**src/rtl/tallyPkg.sv**
```systemverilog
package tallyPkg;
  // Strobes issued by the window control to the counting datapath
  typedef struct packed {
    logic snap;  // boundary clock: latch and restart
    logic take;  // current sample is valid
  } strobeT;
endpackage

```
**src/rtl/tallyCtrl.sv**
```systemverilog
module tallyCtrl
  import tallyPkg::*;
#(
  parameter int PERIOD_W = 32
) (
  input  logic                clk,
  input  logic                rstN,
  input  logic                sampleValid,
  input  logic [PERIOD_W-1:0] periodLen,
  output strobeT              stb,
  output logic                periodDone
);
  logic [PERIOD_W-1:0] cycleCnt;
  logic                boundary;

  // counter+1 reaching the length closes the window; 0 and 1 close every clock
  assign boundary = ({1'b0, cycleCnt} + (PERIOD_W+1)'(1)) >= {1'b0, periodLen};

  always_comb begin
    stb.snap = boundary;
    stb.take = sampleValid;
  end

  always_ff @(posedge clk or negedge rstN) begin
    if (!rstN) begin
      cycleCnt   <= '0;
      periodDone <= 1'b0;
    end else begin
      cycleCnt   <= boundary ? '0 : cycleCnt + 1'b1;
      periodDone <= boundary;
    end
  end

  assert_restart_R4: assert property (@(posedge clk) disable iff (!rstN)
    stb.snap |=> cycleCnt == '0);

  assert_advance_R4: assert property (@(posedge clk) disable iff (!rstN)
    !stb.snap |=> cycleCnt == PERIOD_W'($past(cycleCnt) + 1'b1));

  assert_done_follows_R7: assert property (@(posedge clk) disable iff (!rstN)
    !stb.snap |=> !periodDone);
endmodule

```
**src/rtl/tallyData.sv**
```systemverilog
module tallyData
  import tallyPkg::*;
#(
  parameter int CODE_W  = 3,
  parameter int BIN_W   = 29,
  parameter int TOTAL_W = BIN_W + CODE_W
) (
  input  logic               clk,
  input  logic               rstN,
  input  strobeT             stb,
  input  logic [CODE_W-1:0]  sampleCode,
  input  logic [CODE_W-1:0]  rdAddr,
  input  logic               periodDone,
  output logic [BIN_W-1:0]   rdData,
  output logic [TOTAL_W-1:0] heldTotal,
  output logic               overflowFlag
);
  localparam int NUM_BINS = (1 << CODE_W) - 1;
  localparam logic [BIN_W-1:0]   BIN_MAX = '1;
  localparam logic [TOTAL_W-1:0] TOT_MAX = '1;

  logic [BIN_W-1:0]   liveBin [NUM_BINS];
  logic [BIN_W-1:0]   heldBin [NUM_BINS];
  logic [NUM_BINS-1:0] binLost;
  logic [TOTAL_W-1:0] liveTotal;
  logic               totLost;
  logic [TOTAL_W-1:0] heldSum;
  logic [TOTAL_W-1:0] derivedFull;
  logic [BIN_W-1:0]   derivedBin;

  for (genvar g = 0; g < NUM_BINS; g++) begin : gBin
    logic hit;
    assign hit        = stb.take && (sampleCode == CODE_W'(g));
    assign binLost[g] = hit && !stb.snap && (liveBin[g] == BIN_MAX);

    always_ff @(posedge clk or negedge rstN) begin
      if (!rstN) begin
        liveBin[g] <= '0;
        heldBin[g] <= '0;
      end else if (stb.snap) begin
        heldBin[g] <= liveBin[g];
        liveBin[g] <= {{(BIN_W-1){1'b0}}, hit};
      end else if (hit && liveBin[g] != BIN_MAX) begin
        liveBin[g] <= liveBin[g] + 1'b1;
      end
    end
  end

  assign totLost = stb.take && !stb.snap && (liveTotal == TOT_MAX);

  always_ff @(posedge clk or negedge rstN) begin
    if (!rstN) begin
      liveTotal    <= '0;
      heldTotal    <= '0;
      overflowFlag <= 1'b0;
    end else begin
      overflowFlag <= overflowFlag | (|binLost) | totLost;
      if (stb.snap) begin
        heldTotal <= liveTotal;
        liveTotal <= {{(TOTAL_W-1){1'b0}}, stb.take};
      end else if (stb.take && liveTotal != TOT_MAX) begin
        liveTotal <= liveTotal + 1'b1;
      end
    end
  end

  // code 2^CODE_W-1 is the remainder of the total
  always_comb begin
    heldSum = '0;
    for (int i = 0; i < NUM_BINS; i++) heldSum = heldSum + TOTAL_W'(heldBin[i]);
    derivedFull = (heldTotal >= heldSum) ? heldTotal - heldSum : '0;
    derivedBin  = (derivedFull > TOTAL_W'(BIN_MAX)) ? BIN_MAX : derivedFull[BIN_W-1:0];
  end

  always_comb begin
    rdData = derivedBin;
    for (int i = 0; i < NUM_BINS; i++)
      if (rdAddr == CODE_W'(i)) rdData = heldBin[i];
  end

  assert_held_stable_R5: assert property (@(posedge clk) disable iff (!rstN)
    !periodDone |-> $stable(heldTotal));

  assert_sum_bounded_R3: assert property (@(posedge clk) disable iff (!rstN)
    heldSum <= heldTotal);

  assert_sticky_flag_R8: assert property (@(posedge clk) disable iff (!rstN)
    overflowFlag |=> overflowFlag);

  assert_restart_one_R6: assert property (@(posedge clk) disable iff (!rstN)
    (stb.snap && stb.take) |=> liveTotal == TOTAL_W'(1));
endmodule

```
**src/rtl/adcCodeTally.sv**
```systemverilog
module adcCodeTally
  import tallyPkg::*;
#(
  parameter int CODE_W   = 3,
  parameter int BIN_W    = 29,
  parameter int PERIOD_W = 32,
  localparam int TOTAL_W = BIN_W + CODE_W
) (
  input  logic                clk,
  input  logic                rstN,
  input  logic                sampleValid,
  input  logic [CODE_W-1:0]   sampleCode,
  input  logic [PERIOD_W-1:0] periodLen,
  input  logic [CODE_W-1:0]   rdAddr,
  output logic [BIN_W-1:0]    rdData,
  output logic [TOTAL_W-1:0]  heldTotal,
  output logic                periodDone,
  output logic                overflowFlag
);
  strobeT stb;

  tallyCtrl #(.PERIOD_W(PERIOD_W)) uCtrl (
    .clk(clk), .rstN(rstN), .sampleValid(sampleValid),
    .periodLen(periodLen), .stb(stb), .periodDone(periodDone)
  );

  tallyData #(.CODE_W(CODE_W), .BIN_W(BIN_W), .TOTAL_W(TOTAL_W)) uData (
    .clk(clk), .rstN(rstN), .stb(stb), .sampleCode(sampleCode),
    .rdAddr(rdAddr), .periodDone(periodDone), .rdData(rdData),
    .heldTotal(heldTotal), .overflowFlag(overflowFlag)
  );
endmodule

```
**config.mk**
```make
export PLATFORM = sky130hd
export DESIGN_NAME = adcCodeTally
export DESIGN_NICKNAME = d
export VERILOG_FILES = /design/src/rtl/tallyPkg.sv /design/src/rtl/tallyCtrl.sv /design/src/rtl/tallyData.sv /design/src/rtl/adcCodeTally.sv
export SDC_FILE = /design/constraint.sdc
export NUM_CORES = 2
export LEC_CHECK = 0
export BUFFER_PORTS_ARGS = -buffer_cell sky130_fd_sc_hd__buf_2
export CAP_MARGIN = 0
export CELL_PAD_IN_SITES_DETAIL_PLACEMENT = 2
export CELL_PAD_IN_SITES_GLOBAL_PLACEMENT = 2
export CORE_MARGIN = 2
export CORE_UTILIZATION = 25
export CTS_CLUSTER_SIZE = 25
export DETAILED_ROUTE_END_ITERATION = 8
export GPL_TIMING_DRIVEN = 0
export PLACE_DENSITY = 0.62
export SLEW_MARGIN = 20
export SYNTH_ARGS = -nofsm -noshare
export SYNTH_HDL_FRONTEND = slang
export SYNTH_SLANG_ARGS = --single-unit
export TNS_END_PERCENT = 10
```
**constraint.sdc**
```tcl
create_clock -name clk -period 10.7 [get_ports clk]
set_clock_uncertainty 0.2 [all_clocks]
set_input_delay 2.14 -clock clk [delete_from_list [all_inputs] [get_ports clk]]
set_output_delay 2.14 -clock clk [all_outputs]
set_load 0.05 [all_outputs]
```
==> impl_metrics.ini <==
[floorplanning]
dieArea_mm2 = 0.133
die_h_um = 364
die_width_um = 364
ioPinCount = 104
coreArea_mm2 = 0.129
start_util_pct = 25.1
rows = 132

[place]
gp_congestion = 1.02
place_area_mm2 = 0.0354
hpwl_mm = 122
portBuffers = 102

[grt]
grtUsageTotal_pct = 23.5
overflow = 0
antenna_found_initial = 11
grt_pass1_wl_mm = 227
grt_max_degree = 86
grt_pass1_vias = 31800

[timing]
slew_headroom_pct = 22.8
fin_tns_setup_ps = -20430
fin_crit_sh_pct = 108
whs_ps = 307
timing.final.crit_period_ps = 11520
fmax_mhz = 86.8
rsz0062_at_grt = true
setup_viol = 29
hold_viol = 0
layout_setup_ws_ps = -815
slew_viol_final = 0
worst_pin_slew_ps = 1160

[clocking]
clock-root-buffer = clkbuf_16
ctsHoldBuffers = 0
htreeDepth = 3
cts_buffers = 69
cts_tree = yes
clk_pin_slew_ps = 60
cts_sinks = 504
clock_path_buffers = 3
worstSkewPairLatency_ps = 690

[logic_synthesis]
synthArstFlopShare_pct = 100
yosysUniqueCellTypes = 97
syn_area_mm2 = 0.0325
yosysSeqAreaShare_pct = 38.8
synth_fp_nets = 4078
synth-warning-count = 0
yosys_register_bits = 504
synth_edf_count = 0
synthFlopType = dfrtp_1
synthCells = 3786
syn_avg_cell_area_um2 = 8.58

[routing]
viasPerCell = 5.08
drc_errors = 0
via_count = 29700
wirelength_mm = 156
wl_per_cell_um = 26.7
routed-wl-met2_mm = 69.2
wl_met1_mm = 70.5
dr.pass1.iters = 5
met3WireLength_mm = 8.18
top_layer = met5
first_iter_violations = 2233
route.antenna.remaining_nets = 0

[final_layout]
finalCoreUtilization_pct = 31.2
final_cell_mix = nand2_1, dfrtp_1, nor2_1
syn_to_final_growth_pct = 24.0
fin_nets = 4332
final_common_cell = nand2_1
drive_above_1_share_pct = 15.3
fin_area_mm2 = 0.0403

[critical_path]
critPathArrivalTime_ps = 9180
critPathMaxFanout = 5
max_stage_delay_ps = 560
crit_type = flop to output pin
crit_buf_inv = 7
cp.required_ps = 8360
cp-start-kind = flop
crit_family = compound AO/OA/AOI/OAI gates
crit_path_top_delay_cell = fa_1
critPathCaptureType = output pin

[pwr]
leakage_uw = 0.0191
irDropWorstVdd_uv = 105
power-per-cell-area_mw_per_mm2 = 120
total_power_uw = 4850

[run_status]
violations = negative setup slack
status = finished, violations left

[hold_path]
hp-class = flop to flop

[job]
drv_cap = 0
[worst reg2reg max path, stage by stage (launching register included)]
cell	delay (ps)
dfrtp_1	430
and4_1	230
and2_1	180
nand3_1	120
nor3_1	430
nand2_1	210
nor3_1	400
and2_1	260
nand2_1	80
xnor2_1	140
ha_1	190
a21o_1	160
a21oi_1	150
nor2b_1	60
o21ai_0	140
nand2b_1	100
a21oi_1	330
o2111ai_1	320
a21oi_2	440
buf_2	440
clkbuf_1	860
nand2_1	130
o21ai_0	110
[cells in the mapped netlist, types with 20 or more instances]
cell type  count  area, um2
fa_1         118       2360
a21oi_1      162        811
dfrtp_1      504      12600
and3_1        37        231
buf_2         48        240
nand4_1       80        500
nand2_1      860       3230
inv_1        270       1010
nand3_1      108        541
clkbuf_1      72        270
a21o_1        61        458
o22ai_1       25        156
and2_1        48        300
nor3_1        49        245
ha_1         133       1660
nor2_1       386       1450
nand2b_1      21        131
or3_1         20        125
o21ai_0      147        736
xor2_1       180       1580
o31ai_1       22        165
xnor2_1      114        998
[kinds of logic after synthesis]
| group | count (synthesis) | share of synthesized area (%) |
|---|---|---|
| AO/OA/AOI/OAI | 601 | 12.1 |
| flip-flops | 504 | 38.8 |
| AND/OR/NAND/NOR | 1699 | 22.9 |
| adder cells (fa/ha/maj) | 251 | 12.4 |
| XOR/XNOR | 294 | 7.93 |
| multiplexers | 23 | 0.728 |
| buffers and inverters | 414 | 5.04 |
[path summary, 6_finish.rpt]
check | startpoint | to | slack [ps] | depth (start not counted)
worst max-delay path | uData.heldBin[145]$_DFFE_PN0N_ | rdData[14] | -820 | 39
worst max register to register | uCtrl.cycleCnt[3]$_DFF_PN0_ | uData.heldBin[202]$_DFFE_PN0N_ | 4520 | 22
worst min register to register | uCtrl.cycleCnt[0]$_DFF_PN0_ | uCtrl.cycleCnt[0]$_DFF_PN0_ | 310 | 1
worst min-delay path | uCtrl.cycleCnt[0]$_DFF_PN0_ | uCtrl.cycleCnt[0]$_DFF_PN0_ | 310 | 1
min in group asynchronous | rstN | uData.liveTotal[25]$_DFFE_PN0P_ | 1080 | 1
max in group asynchronous | rstN | uData.heldBin[157]$_DFFE_PN0N_ | 7670 | 4
[registers in the layout (all words and copies together) (netlist names)]
signal and count:
uData.heldTotal 32, uCtrl.cycleCnt 32, uData.liveTotal 32, uData.heldBin 203, uData.overflowFlag 1, uData.liveBin 203
uCtrl.periodDone 1
[layout make-up]
type                            count  area [um2]
Timing Repair Buffer              189        1580
Antenna cell                        2        5.00
Inverter                          273        1030
Clock buffer                       94        1910
Buffer                            135         648
Clock inverter                     29         448
Tap cell                         1742        2180
Fill cell                       14600       88900
Multi-Input combinational cell   2868       19900
Sequential cell                   504       12600
[metal layers]
metal  GRT usage (%)  up-vias
met3            3.78      251
met1            32.1    15500
met2            36.4      742
li1                -    13100
met5               0        -
met4            10.4        6
[power by group]
part / internal (uW) / switching, uW
clock: 1480 / 983
combinational: 115 / 246
sequential: 1950 / 75.6
total: 3550 / 1300
[timing repair]
action,4_1_cts,5_1_grt
endpoints found under the setup margin,29,29
gates resized for setup,288,104
pin swaps,106,118
cloned,2,0
setup buffers,43,35
[metrics by stage]
stage	std cells	worst slack (ps)
final	5836	-815
after CTS	5799	-778
after global routing	5834	-1110
after detailed placement	5637	-2590
after global placement	5630	-4510
after floorplan	3786	-32.5
Note: power is estimated with default switching activity, not from simulation.
